<file path="src/rtl/mbist_pkg.sv">
// Shared microword layout and the default 9N march image.
// Assumes a fixed store of 16 microwords of 10 bits each.
package mbist_pkg;

    localparam int UW        = 10;
    localparam int PC_W      = 4;
    localparam int ROM_DEPTH = 1 << PC_W;

    // Bit 9 down to bit 0, in this order
    typedef struct packed {
        logic br;
        logic inc;
        logic dec;
        logic xo;
        logic inv;
        logic cmp;
        logic wr;
        logic clr;
        logic fin;
        logic spare;
    } uword_t;

    function automatic uword_t mk_uw(logic br, logic inc, logic dec, logic xo, logic inv,
                                     logic cmp, logic wr, logic clr, logic fin);
        uword_t w;
        w = '{br: br, inc: inc, dec: dec, xo: xo, inv: inv,
              cmp: cmp, wr: wr, clr: clr, fin: fin, spare: 1'b0};
        return w;
    endfunction

    // Default program: 9N march, end word fills the unused tail
    function automatic logic [ROM_DEPTH*UW-1:0] march9n_image();
        logic [ROM_DEPTH*UW-1:0] img;
        uword_t w;
        for (int i = 0; i < ROM_DEPTH; i++) begin
            case (i)
                0:  w = mk_uw(0,0,0,0,0,0,0,1,0); // clear address
                1:  w = mk_uw(0,0,0,0,0,0,0,0,0); // idle loop head
                2:  w = mk_uw(1,1,0,0,0,0,1,0,0); // write D, up
                3:  w = mk_uw(0,0,0,0,0,1,0,0,0); // read D
                4:  w = mk_uw(1,1,0,0,1,0,1,0,0); // write ~D, up
                5:  w = mk_uw(0,0,0,0,1,1,0,0,0); // read ~D
                6:  w = mk_uw(1,1,0,0,0,0,1,0,0); // write D, up
                7:  w = mk_uw(0,0,1,0,0,0,0,0,0); // move to top
                8:  w = mk_uw(0,0,0,0,0,1,0,0,0); // read D
                9:  w = mk_uw(1,0,1,0,1,0,1,0,0); // write ~D, down
                10: w = mk_uw(0,0,0,0,1,1,0,0,0); // read ~D
                11: w = mk_uw(1,0,1,0,0,0,1,0,0); // write D, down
                default: w = mk_uw(0,0,0,0,0,0,0,0,1); // end
            endcase
            img[i*UW +: UW] = w;
        end
        return img;
    endfunction

endpackage

</file>
<file path="src/rtl/mbist_rom.sv">
// Microcode store: returns the microword addressed by the program counter.
// Assumes the image is a packed vector, word k at bits [10k+9:10k].
module mbist_rom
    import mbist_pkg::*;
#(
    parameter logic [ROM_DEPTH*UW-1:0] PROG = march9n_image()
) (
    input  logic [PC_W-1:0] pc,
    output uword_t          uw
);

    // Select one word from the image
    always_comb begin
        uw = uword_t'(PROG[pc*UW +: UW]);
    end

endmodule

</file>
<file path="src/rtl/mbist_pc.sv">
// Program counter: steps forward, steps back on an unmet branch, holds on end.
// Assumes the limit flag is valid in the same cycle as the microword.
module mbist_pc
    import mbist_pkg::*;
(
    input  logic            clk,
    input  logic            rst_n,
    input  logic            br,
    input  logic            fin,
    input  logic            at_lim,
    output logic [PC_W-1:0] pc
);

    // Sequence the microcode
    always_ff @(posedge clk) begin
        if (!rst_n)             pc <= '0;
        else if (fin)           pc <= pc;
        else if (br && !at_lim) pc <= pc - 1'b1;
        else                    pc <= pc + 1'b1;
    end

endmodule

</file>
<file path="src/rtl/mbist_addr.sv">
// Address counter: clear, increment or decrement with wrap, and limit flag.
// Assumes clear takes priority over count and end freezes the count.
module mbist_addr #(
    parameter int AW = 3
) (
    input  logic          clk,
    input  logic          rst_n,
    input  logic          inc,
    input  logic          dec,
    input  logic          clr,
    input  logic          fin,
    output logic [AW-1:0] addr,
    output logic          at_lim
);

    localparam logic [AW-1:0] TOP = '1;

    // Limit flag that ends the current sweep
    always_comb begin
        if (inc)      at_lim = (addr == TOP);
        else if (dec) at_lim = (addr == '0);
        else          at_lim = 1'b1;
    end

    // Move the address
    always_ff @(posedge clk) begin
        if (!rst_n)   addr <= '0;
        else if (fin) addr <= addr;
        else if (clr) addr <= '0;
        else if (inc) addr <= addr + 1'b1;
        else if (dec) addr <= addr - 1'b1;
    end

endmodule

</file>
<file path="src/rtl/mbist_dpath.sv">
// Data path: builds the pattern from the background and compares read data.
// Assumes read data is valid in the same cycle as the address.
module mbist_dpath #(
    parameter int             DW = 8,
    parameter logic [DW-1:0]  BG = '0
) (
    input  logic          inv,
    input  logic          xo,
    input  logic          chk,
    input  logic          addr_lsb,
    input  logic [DW-1:0] rdata,
    output logic [DW-1:0] pat,
    output logic          err
);

    // Pattern for this address and microword
    always_comb begin
        pat = BG ^ {DW{inv}} ^ {DW{xo & addr_lsb}};
    end

    // Mismatch on a checked read
    always_comb begin
        err = chk && (rdata != pat);
    end

endmodule

</file>
<file path="src/rtl/mbist_useq.sv">
// Top level: microcoded march self-test sequencer for a single-port RAM.
// Assumes same-cycle read data and starts its program when reset is released.
module mbist_useq
    import mbist_pkg::*;
#(
    parameter int                       AW   = 3,
    parameter int                       DW   = 8,
    parameter logic [DW-1:0]            BG   = 8'hA5,
    parameter logic [ROM_DEPTH*UW-1:0]  PROG = march9n_image()
) (
    input  logic          clk,
    input  logic          rst_n,
    input  logic [DW-1:0] mem_rdata,
    output logic [AW-1:0] mem_addr,
    output logic          mem_we,
    output logic [DW-1:0] mem_wdata,
    output logic          cmp_err,
    output logic          test_done
);

    logic [PC_W-1:0] pc_q;
    uword_t          uw_cur;
    logic            at_lim;
    logic            chk_rd;

    mbist_rom #(.PROG(PROG)) i_rom (
        .pc (pc_q),
        .uw (uw_cur)
    );

    mbist_pc i_pc (
        .clk    (clk),
        .rst_n  (rst_n),
        .br     (uw_cur.br),
        .fin    (uw_cur.fin),
        .at_lim (at_lim),
        .pc     (pc_q)
    );

    mbist_addr #(.AW(AW)) i_addr (
        .clk    (clk),
        .rst_n  (rst_n),
        .inc    (uw_cur.inc),
        .dec    (uw_cur.dec),
        .clr    (uw_cur.clr),
        .fin    (uw_cur.fin),
        .addr   (mem_addr),
        .at_lim (at_lim)
    );

    // Only a live read with compare set is checked
    always_comb begin
        chk_rd = uw_cur.cmp && !uw_cur.wr && !uw_cur.fin;
    end

    mbist_dpath #(.DW(DW), .BG(BG)) i_dp (
        .inv      (uw_cur.inv),
        .xo       (uw_cur.xo),
        .chk      (chk_rd),
        .addr_lsb (mem_addr[0]),
        .rdata    (mem_rdata),
        .pat      (mem_wdata),
        .err      (cmp_err)
    );

    // Strobe and end flag straight from the microword
    always_comb begin
        mem_we    = uw_cur.wr && !uw_cur.fin;
        test_done = uw_cur.fin;
    end

endmodule

</file>
<file path="config.mk">
export PLATFORM = sky130hd
export DESIGN_NAME = mbist_useq
export DESIGN_NICKNAME = d
export VERILOG_FILES = /design/src/rtl/mbist_pkg.sv /design/src/rtl/mbist_rom.sv /design/src/rtl/mbist_pc.sv /design/src/rtl/mbist_addr.sv /design/src/rtl/mbist_dpath.sv /design/src/rtl/mbist_useq.sv
export SDC_FILE = /design/constraint.sdc
export NUM_CORES = 1
export LEC_CHECK = 0
export BUFFER_PORTS_ARGS = -buffer_cell sky130_fd_sc_hd__buf_4
export CAP_MARGIN = 20
export CELL_PAD_IN_SITES_DETAIL_PLACEMENT = 1
export CELL_PAD_IN_SITES_GLOBAL_PLACEMENT = 1
export CORE_MARGIN = 5
export CORE_UTILIZATION = 37
export CTS_BUF_LIST = sky130_fd_sc_hd__clkbuf_8
export CTS_CLUSTER_SIZE = 16
export DETAILED_ROUTE_END_ITERATION = 7
export PLACE_DENSITY_LB_ADDON = 0.3
export REMOVE_ABC_BUFFERS = 1
export SYNTH_ARGS = -nofsm -noshare
export SYNTH_HDL_FRONTEND = slang
export SYNTH_SLANG_ARGS = --single-unit
</file>
<file path="constraint.sdc">
create_clock -name clk -period 2.9 [get_ports clk]
set_input_delay 0.29 -clock clk [delete_from_list [all_inputs] [get_ports clk]]
set_output_delay 0.29 -clock clk [all_outputs]
set_load 0.02 [all_outputs]
</file>
# Word-level counts from Yosys, hierarchy flattened
# Index checks and enable logic that the tools add are counted.
[word_totals] elab_cells=31 regBits=7
[classes] n_mul=1 n_eq_ne=2 n_bitwise=4 muxes=6 shifts=1 n_addsub=4 reduce_logical=11
[ops] cell="160-bit by 9-bit indexed part select with 10-bit output (first input constant)" n=1
[ops] cell="3-bit 2-to-1 mux" n=3
[ops] cell="8-bit inequality test" n=1
[ops] cell="8-bit XOR" n=1
[ops] cell="4-bit by 3-bit multiplier with 7-bit output (second input constant)" n=1
[ops] cell="1-bit logical AND" n=5
[ops] cell="4-bit by 1-bit adder with 4-bit output (second input constant)" n=1
[ops] cell="4-bit 2-to-1 mux" n=1
[ops] cell="4-bit inverter" n=1
[ops] cell="4-bit by 1-bit subtractor with 4-bit output (second input constant)" n=1
[ops] cell="3-bit by 1-bit adder with 3-bit output (second input constant)" n=1
[ops] cell="3-bit equality test (second input constant)" n=1
[ops] cell="1-bit zero test" n=3
[ops] cell="3-bit zero test" n=1
[ops] cell="3-bit nonzero test" n=1
[ops] cell="3-bit by 1-bit subtractor with 3-bit output (second input constant)" n=1
[ops] cell="1-bit 2-to-1 mux" n=2
[ops] cell="2-bit AND reduction" n=1
[ops] cell="1-bit bitwise AND" n=1
[ops] cell="1-bit inverter" n=1

# Depth between registers and ports, before layout
# Gate-level depths: netlist of run 1.
[depth] depth_word=7 depth_mapped=12 mapped_depth_nobuf=12

# Cells and area by module
# From an unflattened synthesis of run 1, not the netlist that was laid out.
[hier_totals] hier_cells=91 area_unflattened_um2=759.5
[modules_own_cells] module="mbist_pc" n_inst=1 seq_area_each_um2=80.1 area_each_um2=219.0 cells_each=22
[modules_own_cells] module="mbist_addr" n_inst=1 seq_area_each_um2=60.1 area_each_um2=209.0 cells_each=26
[modules_own_cells] module="mbist_rom" n_inst=1 seq_area_each_um2=0.0 area_each_um2=178.9 cells_each=25
[modules_own_cells] module="mbist_dpath" n_inst=1 seq_area_each_um2=0.0 area_each_um2=133.9 cells_each=16
[modules_own_cells] module="mbist_useq" n_inst=1 seq_area_each_um2=0.0 area_each_um2=18.8 cells_each=2

# Least setup slack after synthesis of run 1
# Ideal clock, no wire load.
[synth_path] kind="flip-flop to output port" from="reg i_pc.pc[0]" to="out cmp_err" path_stages_with_launch=6 path_buffers=0 path_slack_ps=386 arrival_time_ps=2224 path_cell_list="dfxtp_1 -> inv_1 -> ha_1 -> a21oi_1 -> nor2_1 -> nor4_1"
[synth_via] elab_chain_cells=6 elab_cells_between_ends=11
[synth_lines] element="start, declared" line="mbist_pc.sv:11" text="output logic [PC_W-1:0] pc"
[synth_lines] element="start signal, assigned" line="mbist_pc.sv:17" text="else if (fin) pc <= pc;"
[synth_lines] element="start signal, assigned" line="mbist_pc.sv:18" text="else if (br && !at_lim) pc <= pc - 1'b1;"
[synth_lines] element="start signal, assigned" line="mbist_pc.sv:19" text="else pc <= pc + 1'b1;"
[synth_lines] element="4-bit by 3-bit multiplier with 7-bit output *" line="mbist_rom.sv:14" text="uw = uword_t'(PROG[pc*UW +: UW]);"
[synth_lines] element="160-bit by 9-bit indexed part select with 10-bit output *" line="mbist_rom.sv:14"
[synth_lines] element="1-bit bitwise AND / 4-bit inverter (equally long branches)"
[synth_lines] element="8-bit XOR *" line="mbist_dpath.sv:18" text="pat = BG ^ {DW{inv}} ^ {DW{xo & addr_lsb}};"
[synth_lines] element="via mem_wdata[0]" line="mbist_useq.sv:16" text="output logic [DW-1:0] mem_wdata,"
[synth_lines] element="8-bit inequality test *" line="mbist_dpath.sv:23" text="err = chk && (rdata != pat);"
[synth_lines] element="1-bit logical AND *" line="mbist_dpath.sv:23"
[synth_lines] element="end, declared" line="mbist_useq.sv:17" text="output logic cmp_err,"
# The timed path passes the listed nets; every way through them passes the cells marked *.

# Worst setup path in the final report of run 1
[layout_path] from="reg i_pc.pc[1]" to="reg i_pc.pc[3]"
[layout_via] elab_chain_cells=7 elab_cells_between_ends=9
[layout_lines] element="4-bit by 3-bit multiplier with 7-bit output" line="mbist_rom.sv:14"
[layout_lines] element="160-bit by 9-bit indexed part select with 10-bit output" line="mbist_rom.sv:14"
[layout_lines] element="1-bit 2-to-1 mux" line="mbist_addr.sv:21" text="else if (dec) at_lim = (addr == '0);"
[layout_lines] element="1-bit 2-to-1 mux" line="mbist_addr.sv:20" text="if (inc) at_lim = (addr == TOP);"
[layout_lines] element="1-bit zero test" line="mbist_pc.sv:18"
[layout_lines] element="1-bit logical AND" line="mbist_pc.sv:18"
[layout_lines] element="4-bit 2-to-1 mux" line="mbist_pc.sv:18"
# Parallel ways exist; a longest one is shown, timed or not.
# A chain may end at the register's enable or synchronous reset.

==> summary by stage, run 1 <==
Detailed routing
The per-cell via count in the routed design is 5.283. In this run, the number of DRC markers left after iteration 0 of detailed routing was 5. The first detailed-routing pass ran for 4 iterations. The routed wire length is 1826 um.

In the routed design, unresolved DRC markers number 0. The detail route stage leaves a number of antenna-violating nets equal to 0. The average detailed-routed wire length per instance is 14.38 um. The routed layout has 671 vias.

Synthesis
The synthesized design contains 0 enable-type register cells. The share of synthesized area occupied by flip-flops and latches is 19.82%. Yosys mapped the design onto 31 distinct sky130hd cell types. The count of yosys warnings during synthesis is 0. The share of flip-flops with an asynchronous set or reset is 0%.

Counting flops and latches in the post-synthesis netlist gives 7. After synthesis, the cell types taking the most area are sky130_fd_sc_hd__dfxtp_1 20%, sky130_fd_sc_hd__ha_1 11%, sky130_fd_sc_hd__buf_4 8.5%. After synthesis, the most frequently instantiated cells are 9 x sky130_fd_sc_hd__inv_1, 8 x sky130_fd_sc_hd__buf_4, 7 x sky130_fd_sc_hd__a21oi_1, 7 x sky130_fd_sc_hd__dfxtp_1, 7 x sky130_fd_sc_hd__nor2_1.

The netlist area before placement is 706.9 um^2. In the post-synthesis netlist, the cell with the most instances is sky130_fd_sc_hd__inv_1. The gate count after technology mapping is 84.

A synthesized cell averages 8.416 um^2. The most common flop cell mapped by yosys is sky130_fd_sc_hd__dfxtp_1. The proportion of netlist area held by the largest area contributor is 19.82%. The largest total area in the synthesized netlist belongs to sky130_fd_sc_hd__dfxtp_1.

Clock tree
The clock reaches the later pin of the worst-skew pair after 0.24 ns. The maximum root-to-sink buffer count is 2. Post-CTS timing repair inserted 0 buffers for setup. The count of instances resized after the clock tree is built is 0. CTS built an H-tree with a depth of 1.

In this run, post-CTS hold repair placed 0 buffers. TritonCTS built the clock tree. For this design, the sink count on the clock tree is 7. The tree is rooted in a sky130_fd_sc_hd__clkbuf_8. The number of clock buffers inserted by TritonCTS is 3. After clock tree synthesis, the clock-pin slew on the worst setup and hold paths is 0.05 ns.

Floorplan
The area of the die is 2885 um^2. The placeable core region is 1764 um^2. The number of I/O pins is 24.

The initialized floorplan defines 15 standard-cell rows. The floorplan step set the die height to 53.71 um. The overall die width is 53.71 um.

The starting utilization of the core area is 40.07%.

Timing
Setup repair after global routing left no endpoint under its margin. Subtracting the final worst setup slack from the clock period gives 2.659 ns. Adding up every negative setup slack in the final design gives 0 ns. Static timing analysis puts the maximum clock frequency at 376.0 MHz. Clock skew on the completed layout was measured at 0.007194 ns. The tightest slew margin relative to the limit is 67.71%. The final setup slack of the worst path is 0.2405 ns. The final count of pins violating max slew is 0. The transition at the pin with the smallest max-transition slack is 0.4793 ns. The number of failing hold endpoints at the final stage was 0. The count of endpoints failing setup in the final report is 0. The ratio of final minimum period to clock period is 91.71%.

Min path
The capture endpoint of the worst hold path is i_addr.addr[2]. The path class of the tightest hold or removal check is in -> reg. The startpoint of the worst hold path is rst_n.

The worst hold path was traced through 3 stages.

Flow run
The tool flagged a number of max-cap violations equal to 0.

Setup path
STA puts the critical path data arrival time at 2.80 ns. The worst endpoint required time is 3.04 ns. Across all register-to-register paths, the minimum setup slack is 0.24 ns. The critical path is of the reg -> reg type. The worst setup path is captured at a register. STA classifies the critical path startpoint as a register.

The number of cells on the worst reg-to-reg path is 12. The worst register-to-register path begins at i_pc.pc[1]. Along the worst path, the maximum fanout reaches 6.

The destination of the worst register-to-register timing path is i_pc.pc[3].

Placement
The HPWL after detailed placement is 1468 um. The number of buffers inserted by port buffering is 23. The last weighted congestion value of the routability-driven placer is 0.7894. In this run, placement finished with an instance count of 123. The worst slack after detailed placement is 0.2520 ns.

Final layout
The count of inserted antenna diode cells is 0. The finished layout holds 127 standard cells, fillers aside. The count of nets after finishing is 121. The post-route netlist has 34.31% of its cells at a drive strength greater than 1. Compared with the post-synthesis result, the final layout area differs by 25.31%. The final-layout fill cell count is 249. The utilization after layout is 50.21%.

Power and ir drop
The power per unit of standard cell area is 1109 nW/um^2. The worst-case IR drop observed on VDD is 0.4640 mV. Summed over all cells, the static leakage comes to 0.4391 nW.

GRT
The via count of the first global-routing pass is 648. The global router's overall resource usage is 14.26%. The remaining global-route overflow is 0. Entering global routing, the biggest net connects 12 pins. The first-pass GRT wire length is 2870 um. The number of antenna violations at the first check in global routing was 0.

Status
The run finished with clean final reports.
-- through the flow --
step	area, um^2	hold WS [ns]	total power [W]
detailed placement	835.8	0.5735	0.0008451
floorplan	624.3	0.4552	0.0006037
CTS	882.1	0.3304	0.0009964
finish	885.9	0.3380	0.0009826
global route	885.9	0.3395	0.001074
global placement	835.8	0.5600	0.0008298
-- critical path, cell delays in order, from the launching register on --
cell	delay, ns
sky130_fd_sc_hd__dfxtp_1	0.37
sky130_fd_sc_hd__inv_1	0.15
sky130_fd_sc_hd__ha_2	0.22
sky130_fd_sc_hd__a21oi_1	0.09
sky130_fd_sc_hd__o22a_2	0.26
sky130_fd_sc_hd__or2_2	0.29
sky130_fd_sc_hd__inv_1	0.09
sky130_fd_sc_hd__ha_1	0.22
sky130_fd_sc_hd__a21o_1	0.18
sky130_fd_sc_hd__a21oi_1	0.21
sky130_fd_sc_hd__or3_4	0.16
sky130_fd_sc_hd__a21oi_1	0.06
sky130_fd_sc_hd__a311oi_1	0.26
-- cell families after synthesis --
| group | count (synthesis) | synth area share, % |
|---|---|---|
| buffers and inverters | 19 | 16.46 |
| flip-flops | 7 | 19.82 |
| AO/OA/AOI/OAI | 19 | 17.52 |
| adder cells (fa/ha/maj) | 8 | 16.28 |
| XOR/XNOR | 3 | 3.717 |
| AND/OR/NAND/NOR | 28 | 26.20 |
-- metal layers --
layer / vias up / track usage (%) / wire length [um]
met4: 0 / 11.49 / 51
met3: 4 / 4.155 / 138
met5: - / 0 / 0
li1: 328 / - / -
met2: 21 / 23.19 / 877
met1: 318 / 15.18 / 759
-- registers in the layout, summed over array words and instances (netlist names) --
| name | cells |
|---|---|
| i_addr.addr | 3 |
| i_pc.pc | 4 |
-- area by class of cell --
cell class / count / area [um^2] / share of cell area (%)
multi-input combinational: 58 / 452.9 / 51.13
sequential: 7 / 141.4 / 15.96
clock inverter: 1 / 5.005 / 0.5650
timing repair buffer: 24 / 180.2 / 20.34
inverter: 9 / 33.78 / 3.814
tap: 25 / 31.28 / 3.531
clock buffer: 3 / 41.29 / 4.661
-- how the worst max path moves through the flow --
stage | from | end | slack (ns) | cells past startpoint
after floorplan | i_pc.pc[0] | cmp_err | -0.38 | 5
after global placement | i_pc.pc[0] | i_pc.pc[3] | 0.31 | 12
after detailed placement | i_pc.pc[0] | i_pc.pc[3] | 0.25 | 12
after CTS | i_pc.pc[0] | i_pc.pc[3] | 0.21 | 12
after global routing | i_pc.pc[1] | i_pc.pc[3] | 0.03 | 12
final | i_pc.pc[1] | i_pc.pc[3] | 0.24 | 12
-- cell usage in the layout (no fill, tap or decap), drive strengths merged, types with 2 or more instances in the layout --
cell    count
a21oi       7
fa          2
buf        24
o21ai       2
ha          6
nor3        2
clkbuf      3
nand3       2
nor2        7
inv         9
dfxtp       7
a211oi      3
o211ai      2
nand3b      2
nor4bb      4
nand2       4
xor2        2
-- power breakdown --
part	internal (W)	total, W	switching [W]
logic	0.000279	0.000649	0.000371
registers	0.000132	0.000189	0.0000568
clock network	0.0000937	0.000144	0.0000505
No activity file was read; power rests on OpenSTA's default activity.
==> run 2, diff against run 1 <==
- GPL_ROUTABILITY_DRIVEN: unset -> 0
- RECOVER_POWER: unset -> 100
==> run 2 against run 1 <==
Against the previous run: count of clock-buffer cells in the layout stayed put; utilization down 3.2 points; combinational power down 11%; fmax shrank 0.39%; power shrank 7.5%; critical endpoint unchanged; largest cell class unchanged.
==> summary by stage, run 2 (synthesized netlist as in run 1, its figures left out) <==
Timing
The largest clock skew in the final design is 0.006913 ns (was 0.007194 ns). The shortest clock period the worst path allows after layout was 2.670 ns (was 2.659 ns). The ratio of final minimum period to clock period is 92.07% (was 91.71%). The final count of pins violating max slew is 0 (unchanged). The tightest slew margin relative to the limit is 67.91% (was 67.71%).

The transition at the pin with the smallest max-transition slack is 0.4763 ns (was 0.4793 ns). The highest attainable clock frequency was 374.5 MHz (was 376.0 MHz). The count of endpoints failing setup in the final report is 0 (unchanged).

The number of failing hold endpoints at the final stage came to 0 (unchanged). RSZ-0062 raised after global routing: false (unchanged).

Clock tree
The CTS tree is built (unchanged). The clock insertion delay at the later pin of the skew report is 0.24 ns (about the same). The maximum root-to-sink buffer count came to 2 (unchanged). The clock transition at the register clock pins on the worst setup and hold paths after CTS was 0.05 ns (about the same).

The number of clock buffers inserted by TritonCTS is 3 (unchanged). The total number of H-tree levels came to 1 (unchanged). The clock tree root driver cell is sky130_fd_sc_hd__clkbuf_8 (unchanged). The number of clock sinks seen by CTS is 7 (unchanged).

Min path
The number of instances on the worst hold path is 3 (unchanged). The startpoint of the worst hold path was rst_n (unchanged). The capture endpoint of the worst hold path is i_addr.addr[2] (unchanged). The type of the most critical hold path is in -> reg (unchanged).

Floorplan
The starting utilization of the core area came to 40.07% (unchanged). The placeable core region is 1764 um^2 (unchanged). The area of the die is 2885 um^2 (unchanged). The floorplan die height came to 53.71 um (unchanged). The number of I/O pins is 24 (unchanged).

The row count is 15 (unchanged). The overall die width is 53.71 um (unchanged).

GRT
The via count of the first global-routing pass is 648 (unchanged). The maximum number of pins on one net before global-route repair is 12 (unchanged). The number of antenna violations at the first check in global routing is 0 (unchanged).

The global router's overall resource usage came to 14.26% (unchanged). The remaining global-route overflow is 0 (unchanged). The first-pass GRT wire length is 2870 um (unchanged).

Final layout
The final design area excluding fillers is 829.5 um^2 (was 885.9 um^2). Commonest cells after routing, fill and taps aside: 15 x sky130_fd_sc_hd__clkbuf_1, 9 x sky130_fd_sc_hd__inv_1, 9 x sky130_fd_sc_hd__buf_4 (was 24 x sky130_fd_sc_hd__buf_4, 9 x sky130_fd_sc_hd__inv_1, 7 x sky130_fd_sc_hd__a21oi_1, 7 x sky130_fd_sc_hd__nor2_1, 6 x sky130_fd_sc_hd__dfxtp_1). The most flop-heavy register was i_pc.pc (unchanged). The post-synthesis to final-layout area growth is 17.35% (was 25.31%). The commonest non-fill, non-tap cell in the layout is sky130_fd_sc_hd__clkbuf_1 (was sky130_fd_sc_hd__buf_4). The area used by multi-input combinational logic was 452.9 um^2 (unchanged). The count of nets after finishing is 121 (unchanged).

The flip-flop count of the largest register, all copies and words added is 4 (unchanged). The final-layout fill cell count was 258 (was 249). The fraction of final layout cells with drive strength greater than 1 is 19.61% (was 34.31%).

The count of inserted antenna diode cells is 0 (unchanged). The area taken by flip-flops and latches was 141.4 um^2 (unchanged). Biggest registers after layout: i_pc.pc (4), i_addr.addr (3) (unchanged).

Placement
The number of buffers inserted by port buffering is 23 (unchanged). The HPWL after detailed placement was 1468 um (unchanged). The cell area after placement is 835.8 um^2 (unchanged).

Detailed routing
The starting DRC count in detailed routing is 4 (was 5). The number of detailed-routing iterations run before antenna repair is 2 (was 4). The per-cell via count in the routed design is 5.291 (was 5.283).

The detailed-route DRC error count is 0 (unchanged). The routed wire length is 1861 um (was 1826 um). The average detailed-routed wire length per instance was 14.65 um (was 14.38 um).

The vias after detailed routing is 672 (was 671). The number of antenna-violating nets in the routed design came to 0 (unchanged).

Setup path
The startpoint of the most critical register-to-register path is i_pc.pc[1] (unchanged). The signal arrival time at the worst endpoint is 2.81 ns (was 2.80 ns). The worst-case reg-to-reg path depth came to 12 (unchanged). The capturing element type of the critical path is a register (unchanged). The worst setup slack for register-to-register paths is 0.23 ns (was 0.24 ns). The class of the most critical setup path is reg -> reg (unchanged).

The highest fanout seen on the critical path was 6 (unchanged). The destination of the worst register-to-register timing path is i_pc.pc[3] (unchanged). The sort of element at the start of the critical path is a register (unchanged). The worst endpoint required time is 3.04 ns (about the same).

Power and ir drop
The static leakage power came to 0.3816 nW (was 0.4391 nW). The power per unit of standard cell area was 1096 nW/um^2 (was 1109 nW/um^2). The worst vdd rail ir drop is 0.4449 mV (was 0.4640 mV). The total power after layout came to 0.0009093 W (was 0.0009826 W).

Status
Status: finished clean (unchanged).

Flow run
The total of max-cap violations is 0 (unchanged).
-- run 2: final cells by class --
cell class              instances  share of cell area, %
repair buffers                 24                  14.93
flip-flops and latches          7                  17.04
well taps                      25                  3.771
multi-input cells              58                  54.60
inverters                       9                  4.072
clock inverters                 1                 0.6033
clock buffers                   3                  4.977
-- run 2: worst max path at each step --
stage / start / slack [ns] / depth (start not counted) / end
final: i_pc.pc[1] / 0.23 / 12 / i_pc.pc[3]
after global routing: i_pc.pc[1] / 0.02 / 12 / i_pc.pc[3]
after CTS: i_pc.pc[0] / 0.21 / 12 / i_pc.pc[3]
after detailed placement: i_pc.pc[0] / 0.25 / 12 / i_pc.pc[3]
after global placement: i_pc.pc[0] / 0.31 / 12 / i_pc.pc[3]
after floorplan: i_pc.pc[0] / -0.38 / 5 / cmp_err
-- run 2: report_power, final --
| part | switching [W] | internal [W] | leakage (nW) |
|---|---|---|---|
| logic | 0.000373 | 0.000203 | 0.298 |
| clock network | 0.0000500 | 0.0000937 | 0.0255 |
| registers | 0.0000567 | 0.000132 | 0.0582 |
| total | 0.000480 | 0.000429 | 0.382 |
-- run 2: worst max-delay path, stage by stage (launching register included) --
cell and delay [ns]:
sky130_fd_sc_hd__dfxtp_1 0.37, sky130_fd_sc_hd__inv_1 0.15, sky130_fd_sc_hd__ha_2 0.22, sky130_fd_sc_hd__a21oi_1 0.09, sky130_fd_sc_hd__o22a_2 0.26, sky130_fd_sc_hd__or2_2 0.29, sky130_fd_sc_hd__inv_1 0.09, sky130_fd_sc_hd__ha_1 0.22
sky130_fd_sc_hd__a21o_1 0.18, sky130_fd_sc_hd__a21oi_1 0.21, sky130_fd_sc_hd__or3_4 0.16, sky130_fd_sc_hd__a21oi_1 0.06, sky130_fd_sc_hd__a311oi_1 0.27
-- run 2: stage by stage --
step / hold WS, ns / TNS [ns] / worst slack, ns / std cells / util (%)
2_1_floorplan: 0.4552 / -1.837 / -0.3848 / 74 / -
3_3_place_gp: 0.5600 / 0 / 0.3112 / 123 / 47.38
3_5_place_dp: 0.5735 / 0 / 0.2520 / 123 / 47.38
4_1_cts: 0.3304 / 0 / 0.2085 / 127 / 50.00
5_1_grt: 0.3395 / 0 / 0.01742 / 127 / 47.02
6_report: 0.3348 / 0 / 0.2300 / 127 / 47.02
-- run 2: timing repair --
| action | 4_1_cts | 5_1_grt |
|---|---|---|
| hold buffers | 0 | 0 |
| gates resized for setup | 0 | 2 |
| setup endpoints to repair | 0 | 1 |
| buffers inserted | 0 | 0 |
-- run 2: layer usage --
| metal | global-route usage, % | share of wire [%] | vias up |
|---|---|---|---|
| met5 | 0 | 0 | - |
| met4 | 11.49 | 2.7 | 0 |
| met3 | 4.155 | 7.3 | 4 |
| met2 | 23.19 | 47 | 18 |
| met1 | 15.18 | 43 | 321 |
| li1 | - | - | 329 |
==> run 3, diff against run 2 <==
- clock period: 2.9 -> 2.49 ns (I/O delays scaled with it)
==> run 3 against run 2 <==
Against the previous run: clock skew decreased by 0.0032 ns; register-to-register slack got worse by 0.04 ns; final area increased by 9.5%; die area unchanged; fmax increased by 16%; utilization increased by 4.5 points.
==> summary by stage, run 3 (synthesized netlist as in run 1, its figures left out) <==
Power and ir drop
The static leakage power was 0.4225 nW (was 0.3816 nW). The worst vdd rail ir drop is 0.5633 mV (was 0.4449 mV). The power per unit of standard cell area is 1285 nW/um^2 (was 1096 nW/um^2).

Clock tree
The clock tree root driver cell is sky130_fd_sc_hd__clkbuf_8 (unchanged). The number of clock sinks seen by CTS was 7 (unchanged). The CTS tree was built (unchanged). The maximum root-to-sink buffer count is 2 (unchanged). The clock insertion delay at the later pin of the skew report is 0.24 ns (about the same). The clock transition at the register clock pins on the worst setup and hold paths after CTS came to 0.04 ns (was 0.05 ns).

The number of clock buffers inserted by TritonCTS is 3 (unchanged). The total number of H-tree levels is 1 (unchanged).

Setup path
The library cell contributing the largest single delay on the critical path is sky130_fd_sc_hd__dfxtp_1 (unchanged). The kind of cell adding the most delay to the critical path is compound AO/OA/AOI/OAI gates (unchanged). The sort of element at the start of the critical path is a register (unchanged).

The class of the most critical setup path is reg -> reg (unchanged). The worst endpoint required time is 2.64 ns (was 3.04 ns). The capturing element type of the critical path is a register (unchanged). The number of buffer and inverter stages on the critical path came to 2 (unchanged).

The delay contributed by the slowest stage of the critical path is 0.31 ns (was 0.37 ns). The highest fanout seen on the critical path is 3 (was 6). The most used cell along the critical path is sky130_fd_sc_hd__a21oi_2 (was sky130_fd_sc_hd__a21oi_1). Critical path, cell by cell: inv_2 > ha_4 > a21oi_2 > o22a_2 > or2_2 > inv_1 > ha_1 > a21o_1 > a21oi_2 > or3_4 > a21oi_1 > a311oi_1 (was inv_1 > ha_2 > a21oi_1 > o22a_2 > or2_2 > inv_1 > ha_1 > a21o_1 > a21oi_1 > or3_4 > a21oi_1 > a311oi_1).

The worst-case reg-to-reg path depth is 12 (unchanged). The number of gates on the worst path with buffers counted came to 12 (unchanged). The signal arrival time at the worst endpoint came to 2.44 ns (was 2.81 ns).

Detailed routing
The per-cell via count in the routed design was 5.308 (was 5.291). The top metal layer carrying routed signals is met4 (unchanged). The number of detailed-routing iterations run before antenna repair is 4 (was 2). The number of antenna-violating nets in the routed design was 0 (unchanged). The wire length on met1 is 835 um (was 800 um). The starting DRC count in detailed routing is 6 (was 4).

The detailed-route DRC error count is 0 (unchanged). The average detailed-routed wire length per instance is 15.88 um (was 14.65 um). The amount of wire on met3 after detailed routing was 136 um (was 135 um). The sum of met2 wire segment lengths after detailed routing is 1097 um (was 874 um). The vias after detailed routing is 706 (was 672). The routed wire length is 2112 um (was 1861 um).

Final layout
The commonest non-fill, non-tap cell in the layout is sky130_fd_sc_hd__buf_4 (was sky130_fd_sc_hd__clkbuf_1). The count of inserted antenna diode cells came to 0 (unchanged). Commonest cells after routing, fill and taps aside: 16 x sky130_fd_sc_hd__buf_4, 13 x sky130_fd_sc_hd__clkbuf_1, 8 x sky130_fd_sc_hd__inv_1 (was 15 x sky130_fd_sc_hd__clkbuf_1, 9 x sky130_fd_sc_hd__inv_1, 9 x sky130_fd_sc_hd__buf_4). The flip-flop count of the largest register, all copies and words added is 4 (unchanged). The most flop-heavy register is i_pc.pc (unchanged). The final-layout fill cell count was 242 (was 258). Biggest registers after layout: i_pc.pc (4), i_addr.addr (3) (unchanged). The post-synthesis to final-layout area growth is 28.50% (was 17.35%). The count of nets after finishing is 127 (was 121). The fraction of final layout cells with drive strength greater than 1 came to 29.63% (was 19.61%). The utilization after layout is 51.49% (was 47.02%).

Floorplan
The number of I/O pins is 24 (unchanged). The starting utilization of the core area is 40.07% (unchanged). The area of the die came to 2885 um^2 (unchanged). The row count is 15 (unchanged). The overall die width is 53.71 um (unchanged). The placeable core region is 1764 um^2 (unchanged). The floorplan die height was 53.71 um (unchanged).

GRT
The remaining global-route overflow is 0 (unchanged). The maximum number of pins on one net before global-route repair was 9 (was 12). The number of antenna violations at the first check in global routing came to 0 (unchanged). The via count of the first global-routing pass is 712 (was 648). The global router's overall resource usage is 16.13% (was 14.26%).

The first-pass GRT wire length was 3180 um (was 2870 um).

Status
Status: finished clean (unchanged).

Timing
The final worst hold slack is 0.3174 ns (was 0.3348 ns). The transition at the pin with the smallest max-transition slack is 0.4648 ns (was 0.4763 ns). The ratio of final minimum period to clock period was 92.19% (was 92.07%). The number of failing hold endpoints at the final stage is 0 (unchanged). RSZ-0062 raised after global routing: false (unchanged). The final setup slack of the worst path is 0.1946 ns (was 0.2300 ns). The final count of pins violating max slew is 0 (unchanged). The largest clock skew in the final design is 0.003690 ns (was 0.006913 ns).

The sum of negative setup slack is 0 ns (unchanged). The tightest slew margin relative to the limit is 68.69% (was 67.91%). The highest attainable clock frequency was 435.6 MHz (was 374.5 MHz). The count of endpoints failing setup in the final report was 0 (unchanged). The shortest clock period the worst path allows after layout was 2.295 ns (was 2.670 ns).

Min path
The number of instances on the worst hold path is 3 (unchanged). The type of the most critical hold path is in -> reg (unchanged).

Flow run
The total of max-cap violations is 0 (unchanged).

Placement
The worst slack after detailed placement came to 0.04880 ns (was 0.2520 ns). The HPWL after detailed placement came to 1596 um (was 1468 um). The number of buffers inserted by port buffering is 23 (unchanged).
[run 3: metrics by stage]
stage	area, um^2	instances	total power [W]
floorplan	624.3	74	0.0007031
global route	908.4	133	0.001269
detailed placement	873.3	128	0.001033
finish	908.4	133	0.001167
global placement	873.3	128	0.001001
CTS	918.4	132	0.001215
[run 3: worst min-delay path, stage by stage]
cell and delay (ns):
sky130_fd_sc_hd__buf_4 0.10, sky130_fd_sc_hd__nand4_1 0.09, sky130_fd_sc_hd__o221ai_1 0.08
[run 3: report_power, final]
group / internal [W] / switching (W) / leakage [nW]
Clock: 0.000107 / 0.0000581 / 0.0269
Sequential: 0.000155 / 0.0000576 / 0.0583
Combinational: 0.000303 / 0.000486 / 0.337
Total: 0.000565 / 0.000602 / 0.422
[run 3: final timing paths]
kind	endpoint	startpoint	slack, ns
worst min-delay path	i_addr.addr[2]	rst_n	0.32
worst max register to register	i_pc.pc[3]	i_pc.pc[0]	0.19
worst min register to register	i_pc.pc[1]	i_pc.pc[1]	0.55
worst max-delay path	i_pc.pc[3]	i_pc.pc[0]	0.19
[run 3: layer usage]
| metal | vias up | GRT usage (%) |
|---|---|---|
| li1 | 340 | - |
| met3 | 5 | 5.540 |
| met1 | 342 | 15.61 |
| met5 | - | 0 |
| met4 | 0 | 8.936 |
| met2 | 19 | 29.44 |
[run 3: what timing repair did]
action                     CTS  global route
setup buffers                0             1
resized for setup            0            10
setup endpoints to repair    0             1
hold buffers                 0             0
[run 3: cell type report]
cell class	instances	area (um^2)	area share, %
Multi-Input combinational cell	58	483.0	53.17
Sequential cell	7	141.4	15.56
Timing Repair Buffer	30	173.9	19.15
Inverter	9	33.78	3.719
Clock buffer	3	41.29	4.545
Tap cell	25	31.28	3.444
Clock inverter	1	3.754	0.4132
